**config.mk**
```make
export PLATFORM = sky130hd
export DESIGN_NAME = uart_dma_fifo
export DESIGN_NICKNAME = d
export VERILOG_FILES = /design/src/rtl/uart_dma_fifo.sv
export SDC_FILE = /design/constraint.sdc
export NUM_CORES = 1
export LEC_CHECK = 0
export ABC_AREA = 1
export BUFFER_PORTS_ARGS = -buffer_cell sky130_fd_sc_hd__buf_2
export CAP_MARGIN = 20
export CORE_MARGIN = 2
export CORE_UTILIZATION = 25
export DETAILED_ROUTE_END_ITERATION = 10
export GPL_TIMING_DRIVEN = 0
export PLACE_DENSITY = 0.38
export SYNTH_ARGS = -nofsm -noshare
export SYNTH_HDL_FRONTEND = slang
export SYNTH_SLANG_ARGS = --single-unit
```
**constraint.sdc**
```tcl
create_clock -name clk -period 7.1 [get_ports clk]
set_clock_uncertainty 0.05 [all_clocks]
set_input_delay 1.42 -clock clk [delete_from_list [all_inputs] [get_ports clk]]
set_output_delay 1.42 -clock clk [all_outputs]
set_load 0.02 [all_outputs]
```
**src/rtl/uart_dma_fifo.sv**
```systemverilog
module uart_dma_fifo #(
  parameter int DEPTH = 16,
  parameter int WIDTH = 8,
  parameter bit IS_TX = 1'b0,
  localparam int AW = $clog2(DEPTH),
  localparam int CW = $clog2(DEPTH + 1)
) (
  input  logic             clk,
  input  logic             rst_n,
  input  logic             fifo_en,
  input  logic [2:0]       trig_sel,
  input  logic             push,
  input  logic [WIDTH-1:0] push_data,
  input  logic             pop,
  output logic [WIDTH-1:0] pop_data,
  output logic             full,
  output logic             empty,
  output logic [CW-1:0]    level,
  output logic             overrun,
  output logic             irq,
  output logic             dma_single,
  output logic             dma_burst
);

  logic [WIDTH-1:0] mem [DEPTH];
  logic [AW-1:0]    wr_ptr, rd_ptr;
  logic [CW-1:0]    cnt, cap, thr;
  logic             en_q, mode_chg, do_push, do_pop, trig_hit;

  assign mode_chg = fifo_en != en_q;
  assign cap      = fifo_en ? CW'(DEPTH) : CW'(1);
  assign full     = cnt >= cap;
  assign empty    = cnt == '0;
  assign level    = cnt;
  assign do_pop   = pop && !empty && !mode_chg;
  assign do_push  = push && (!full || do_pop) && !mode_chg;

  always_comb begin
    if (!fifo_en) thr = IS_TX ? CW'(0) : CW'(1);
    else begin
      case (trig_sel)
        3'd0:    thr = CW'(DEPTH / 8);
        3'd1:    thr = CW'(DEPTH / 4);
        3'd3:    thr = CW'(DEPTH * 3 / 4);
        3'd4:    thr = CW'(DEPTH * 7 / 8);
        default: thr = CW'(DEPTH / 2);
      endcase
    end
  end

  assign trig_hit   = IS_TX ? (cnt <= thr) : (cnt >= thr);
  assign irq        = trig_hit;
  assign dma_burst  = trig_hit;
  assign dma_single = IS_TX ? !full : !empty;

  function automatic logic [AW-1:0] nxt(input logic [AW-1:0] p);
    return (p == AW'(DEPTH - 1)) ? '0 : p + 1'b1;
  endfunction

  always_ff @(posedge clk or negedge rst_n) begin
    if (!rst_n) begin
      wr_ptr   <= '0;
      rd_ptr   <= '0;
      cnt      <= '0;
      overrun  <= 1'b0;
      pop_data <= '0;
      en_q     <= 1'b1;
    end else begin
      en_q <= fifo_en;
      if (mode_chg) begin
        wr_ptr <= '0;
        rd_ptr <= '0;
        cnt    <= '0;
      end else begin
        if (push && !do_push) overrun <= 1'b1;
        if (do_push) wr_ptr <= nxt(wr_ptr);
        if (do_pop) begin
          rd_ptr   <= nxt(rd_ptr);
          pop_data <= mem[rd_ptr];
        end
        if (do_push && !do_pop) cnt <= cnt + 1'b1;
        else if (do_pop && !do_push) cnt <= cnt - 1'b1;
      end
    end
  end

  always_ff @(posedge clk) begin
    if (do_push) mem[wr_ptr] <= push_data;
  end

  p_cap_r2: assert property (@(posedge clk) disable iff (!rst_n)
    !mode_chg |-> level <= cap);
  p_ovr_set_r3: assert property (@(posedge clk) disable iff (!rst_n)
    push && full && !pop && !mode_chg |=> overrun);
  p_ovr_sticky_r3: assert property (@(posedge clk) disable iff (!rst_n)
    overrun |=> overrun);
  p_empty_pop_r4: assert property (@(posedge clk) disable iff (!rst_n)
    pop && empty && !push && !mode_chg |=> $stable(pop_data) && level == '0);
  p_pushpop_r5: assert property (@(posedge clk) disable iff (!rst_n)
    push && pop && !empty && !mode_chg |=> $stable(level));
  p_flush_r10: assert property (@(posedge clk) disable iff (!rst_n)
    mode_chg |=> empty);

endmodule

```
==> results.tsv, run 1 <==
metric	value	unit
leading_register_cell_type_out_of_synthesis	edfxtp_1	
rsz0062_at_grt	false	
fmax	232.6	MHz
run_status	finished clean	
worst_skew_pair.late_latency	0.43	ns
tritoncts_clock_tree	built	
multi_input_area	0.001911	mm2
fin_crit_sh	0.6055	
preCtsSetupSlack	2.787	ns
r2r_slack	4.27	ns
cts_buffers	17	
seq_power_share	0.389	
worstHoldPathCells	2	
fillers	2637	
layout.nets	654	
grt_antenna_before_repair	0	
netSwitchingFraction	0.3461	
ir_worst_vdd	0.1522	mV
detail_route.wirelength	18.64	mm
timing.critical_path.arrival	2.83	ns
worst_slew_pin_slew	0.8938	ns
die_w	165.9	um
antenna_violating_nets_post_route	0	
totalNegativeSetupSlack	0	ns
drt-vias-per-instance	4.553	
r2r_start	level[0]$_DFFE_PN0P_	
synth_sequential_area_ratio	0.6745	
ctsHoldBuffers	0	
p_sw	938.2	uW
synth_edf_count	128	
holdWs	0.4263	ns
syn-cell-area	0.006554	mm2
floorplan.rows	59	
core_area	0.02591	mm2
synth-seq-cells	151	
worst_slew_margin_rel	0.4020	
drc_errors_left	0	
clock-root-buffer	clkbuf_16	
worst_r2r_path_depth	11	
number_of_buffers_inserted_to_repair_setup_after_cts	0	
worst_r2r_endpoint	mem[12][6]$_DFFE_PP_	
cts.clk_slew.worst_paths	0.06	ns
grt_pass1_wl	28.21	mm
worst_slack	2.801	ns
initial_utilization	0.2529	
synth-warning-count	0	
firstDrtPassIters	5	
period_minus_slack	4.299	ns
grt_usage	0.1396	
h_tree_depth	4	
pwr_density_cell	350.0	mW/mm2
drive_above_1_share	0.1541	
finalMaxSlewViolations	0	
synth.net_count	599	
port_buffers	34	
final-seq-area	0.004420	mm2
path_max_fanout	6	
antenna-diode-count	0	
power.static_leakage	2.807	nW
top_level_ports	35	
synth.lib_cells_used.distinct	33	
grt_overflow	0	
die_h	165.9	um
drt-wirelength-per-cell	19.20	um
criticalPathCategory	primary input to output pin	
gpl.final_weighted_congestion	0.8037	
comb_power_share	0.287	
layout_area_overhead	18.17	%
worstSetupEndpointType	output pin	
clock_sink_count	151	
critical_path_required	5.63	ns
dieArea	0.02753	mm2
async_flop_share	0.1523	
min_delay_worst_endpoint	pop_data[7]$_DFFE_PN0P_	
report.final.setup_viol	0	
initial_drc_count	230	
vias_in_the_first_global_route	4451	
clk_path_buf_depth	2	
power_frac_clock	0.324	
netlist_instances	568	
critical_path.startpoint_type	primary input	
cts_resized	0	
finalHoldViolations	0	
maxCapViolCount	0	
syn_area_per_cell	11.54	um2
dr_total_vias	4421	
detailed_place_hpwl	13.07	mm
grt_max_degree	24	
timing.hold.worst.class	flop to flop	
hold_path_startpoint	pop_data[7]$_DFFE_PN0P_	
intPower	1.773	mW
==> placed cells by master, fill, tap and decap left out, types with 3 or more instances in the layout <==
cell type,netlist,routed
inv_1,20,20
nand3_1,29,29
clkbuf_16,0,17
xor2_1,4,4
o211ai_1,33,33
buf_2,9,43
ha_1,14,14
clkinvlp_4,0,5
edfxtp_1,128,128
clkbuf_1,12,14
nand2_1,70,70
nor2_1,114,114
buf_4,6,8
nor3_1,5,3
dfrtp_1,22,22
inv_2,4,4
nor3_2,1,3
o21ai_0,74,74
a21oi_1,3,3
clkinv_2,0,3
==> how the worst max path moves through the flow <==
| stage | start | end | slack, ns |
|---|---|---|---|
| final | fifo_en | irq | 2.80 |
| after global routing | fifo_en | irq | 2.69 |
| after CTS | fifo_en | irq | 2.78 |
| after detailed placement | fifo_en | irq | 2.79 |
| after global placement | fifo_en | irq | 2.86 |
| after floorplan | trig_sel[1] | irq | 3.06 |
==> critical path, cell delays in order <==
cell and delay (ns):
buf_2 0.19, inv_1 0.09, ha_1 0.31, inv_1 0.05, a21boi_0 0.07, o21a_1 0.17
o21ai_0 0.16, nand2_1 0.09, buf_4 0.13, buf_2 0.15
==> registers in the layout, summed over array words and instances (netlist names) <==
signal	cells
mem	128
pop_data	8
level	5
rd_ptr	4
wr_ptr	4
en_q	1
overrun	1
==> power groups by stage <==
| stage | clock (mW) | combinational [mW] | sequential, mW |
|---|---|---|---|
| 2_1_floorplan | 0 | 0.460 | 1.10 |
| 3_3_place_gp | 0 | 0.785 | 1.07 |
| 3_5_place_dp | 0 | 0.787 | 1.07 |
| 4_1_cts | 0.897 | 0.791 | 1.05 |
| 5_1_grt | 0.938 | 0.867 | 1.06 |
| 6_report | 0.878 | 0.779 | 1.05 |
==> synthesized netlist by cell type (4+ instances only) <==
library cell / n / area [um2]
nand3_1: 29 / 145.1
buf_4: 6 / 45.04
o21ai_0: 74 / 370.4
dfrtp_1: 22 / 550.5
o211ai_1: 33 / 247.7
inv_1: 20 / 75.07
buf_2: 9 / 45.04
nor2_1: 114 / 427.9
nor3_1: 5 / 25.02
ha_1: 14 / 175.2
inv_2: 4 / 15.01
xor2_1: 4 / 35.03
edfxtp_1: 128 / 3844
nand2_1: 70 / 262.8
clkbuf_1: 12 / 45.04
==> per-layer routing <==
metal | part of all wire | vias to the layer above | wire length [um] | GRT usage
li1 | - | 2121 | - | -
met4 | 0.021 | 0 | 398 | 0.05293
met2 | 0.47 | 91 | 8836 | 0.2271
met3 | 0.049 | 15 | 905 | 0.02693
met1 | 0.46 | 2194 | 8499 | 0.1848
met5 | 0 | - | 0 | 0
==> logic make-up (layout without fill, tap and decap cells) <==
logic type      Yosys count  count (layout)  synth area share
simple gates            227             227            0.1447
flops                   151             151            0.6745
compound gates          117             117            0.1060
buf+inv                  53             121           0.03551
fa+ha+maj                15              15           0.02978
xor+xnor                  5               5          0.009546
==> per-stage QoR <==
stage	instances	util	total power, mW	cell area (um2)
final	971	0.2989	2.711	7745
after global routing	971	0.2989	2.865	7745
after CTS	971	0.2989	2.742	7745
after detailed placement	939	0.2766	1.860	7168
after global placement	937	0.2757	1.855	7143
after floorplan	568	-	1.564	6554
==> final cells by class <==
type,instances,area share
inverters,25,0.01212
repair buffers,36,0.02391
flip-flops and latches,151,0.5708
clock inverters,12,0.01680
plain buffers,28,0.01793
well taps,335,0.05412
clock buffers,20,0.05767
multi-input cells,364,0.2467
Note: power is estimated with default switching activity, not from simulation.
==> run 2: changes to the inputs <==
PLACE_DENSITY = 0.4   (was 0.38)
clock period = 3.7 ns   (was 7.1 ns; I/O delays follow)
==> results.tsv, run 2 (same netlist as run 1, synthesis figures left out) <==
metric	value	unit	change
largest_register_ff_count	128		unchanged
critical_path.cell_chain	buf_2 > inv_1 > ha_1 > inv_1 > a21boi_0 > o21a_1 > o21ai_0 > nand2_1 > buf_4 > buf_2		
fin_crit_sh	0.7818		
detail_route.wirelength	18.31	mm	-1.8%
post-route-util	0.2988		about the same
drt-wirelength-per-cell	18.82	um	-2.0%
worst_slew_margin_rel	0.4552		+0.05326
antenna_violating_nets_post_route	0		unchanged
criticalPathCategory	primary input to output pin		
largest_register	mem		
die_h	165.9	um	unchanged
core_area	0.02591	mm2	unchanged
rsz0062_at_grt	false		
grt_usage	0.1369		-0.002681
critical_path_required	2.91	ns	-2.72 ns
biggest_cell_delay_along_the_critical_path	0.31	ns	about the same
maxCapViolCount	0		unchanged
port_buffers	34		unchanged
antenna-diode-count	0		unchanged
r2r_slack	0.92	ns	-3.35 ns
ir_worst_vdd	0.4645	mV	+210%
die_w	165.9	um	unchanged
tritoncts_clock_tree	built		
vias_in_the_first_global_route	4361		-2.0%
seq_power_share	0.390		about the same
grt_max_degree	24		unchanged
cell_area_placed	0.007171	mm2	about the same
fillers	2641		+0.15%
gpl.final_weighted_congestion	0.8915		+11%
cts_buffers	17		unchanged
clock-root-buffer	clkbuf_16		
worst_slew_pin_slew	0.8142	ns	-0.07960 ns
grt_pass1_wl	27.68	mm	-1.9%
post-place-cells	941		+0.21%
drt-vias-per-instance	4.442		-2.4%
cts_resized	0		unchanged
floorplan.rows	59		unchanged
dieArea	0.02753	mm2	unchanged
worstSetupEndpointType	output pin		
critical_path.startpoint_type	primary input		
clock_sink_count	151		unchanged
drc_errors_left	0		unchanged
preCtsSetupSlack	0.4142	ns	-2.373 ns
clk_path_buf_depth	2		unchanged
fmax	345.7	MHz	
worst_slack	0.8072	ns	-1.994 ns
final_cells	973		+0.21%
initial_utilization	0.2529		unchanged
firstDrtPassIters	5		unchanged
timing.hold.worst.class	primary input to asynchronous set/reset pin		
detailed_place_hpwl	13.00	mm	-0.52%
grt_antenna_before_repair	0		unchanged
path_max_fanout	6		unchanged
holdWs	0.2392	ns	-0.1872 ns
worst_r2r_path_depth	11		unchanged
finalHoldViolations	0		unchanged
top_level_ports	35		unchanged
pwr_density_cell	669.9	mW/mm2	+91%
design_power_total	5.187	mW	+91%
dr_total_vias	4322		-2.2%
power.static_leakage	2.819	nW	+0.43%
ctsHoldBuffers	0		unchanged
final_cell_area	0.007742	mm2	about the same
most_common_cell_after_layout_fill_and_taps_aside	edfxtp_1		
power_frac_clock	0.324		about the same
finalMaxSlewViolations	0		unchanged
period_minus_slack	2.893	ns	
comb_power_share	0.286		about the same
p_sw	1.853	mW	+98%
worst_skew_pair.late_latency	0.43	ns	about the same
layout_common_cells	128 x edfxtp_1, 114 x nor2_1, 74 x o21ai_0		
cts.clk_slew.worst_paths	0.07	ns	about the same
drive_above_1_share	0.1567		+0.002652
layout.nets	656		+0.31%
netSwitchingFraction	0.3572		+0.01115
biggestRegsByFlops	mem (128), pop_data (8), level (5)		
intPower	3.334	mW	+88%
h_tree_depth	4		unchanged
number_of_buffers_inserted_to_repair_setup_after_cts	0		unchanged
crit_slowest_cell	ha_1		
initial_drc_count	293		+27%
layout_area_overhead	18.14	%	about the same
totalNegativeSetupSlack	0	ns	unchanged
timing.critical_path.arrival	2.10	ns	-0.73 ns
report.final.setup_viol	0		unchanged
run_status	finished clean		
grt_overflow	0		unchanged
## run 2: final timing paths
kind | from | to
setup / recovery | fifo_en | irq
hold / removal | rst_n | wr_ptr[0]$_DFFE_PN0P_
setup reg to reg | level[0]$_DFFE_PN0P_ | mem[12][0]$_DFFE_PP_
hold reg to reg | overrun$_DFFE_PN0P_ | overrun$_DFFE_PN0P_
max in group asynchronous | rst_n | level[3]$_DFFE_PN0P_
min in group clk | overrun$_DFFE_PN0P_ | overrun$_DFFE_PN0P_
## run 2: area by class of cell
type / count / area, um2 / share of cell area
Clock inverter: 15 / 146.4 / 0.01891
Tap cell: 335 / 419.2 / 0.05414
Multi-Input combinational cell: 364 / 1901 / 0.2455
Timing Repair Buffer: 38 / 197.7 / 0.02553
Buffer: 28 / 138.9 / 0.01794
Clock buffer: 17 / 425.4 / 0.05495
Sequential cell: 151 / 4420 / 0.5709
Inverter: 25 / 93.84 / 0.01212
## run 2: routing by layer
layer  share of wire  global-route usage
met5               0                   0
met4           0.018             0.04764
met3           0.031             0.02288
met2            0.48              0.2228
met1            0.47              0.1853
## run 2: power by group through the flow
| stage | sequential (mW) | clock [mW] | combinational [mW] |
|---|---|---|---|
| floorplan | 2.12 | 0 | 0.884 |
| global placement | 2.05 | 0 | 1.49 |
| detailed placement | 2.06 | 0 | 1.50 |
| CTS | 2.02 | 1.71 | 1.51 |
| global route | 2.04 | 1.78 | 1.66 |
| finish | 2.02 | 1.68 | 1.48 |
## run 2: critical path, delay by kind of cell
kind / cells / cell delay [ns]
AOI/OAI and AO/OA: 3 / 0.36
adders and majority gates: 1 / 0.31
buffers and inverters: 5 / 0.60
and+or+nand+nor: 1 / 0.09
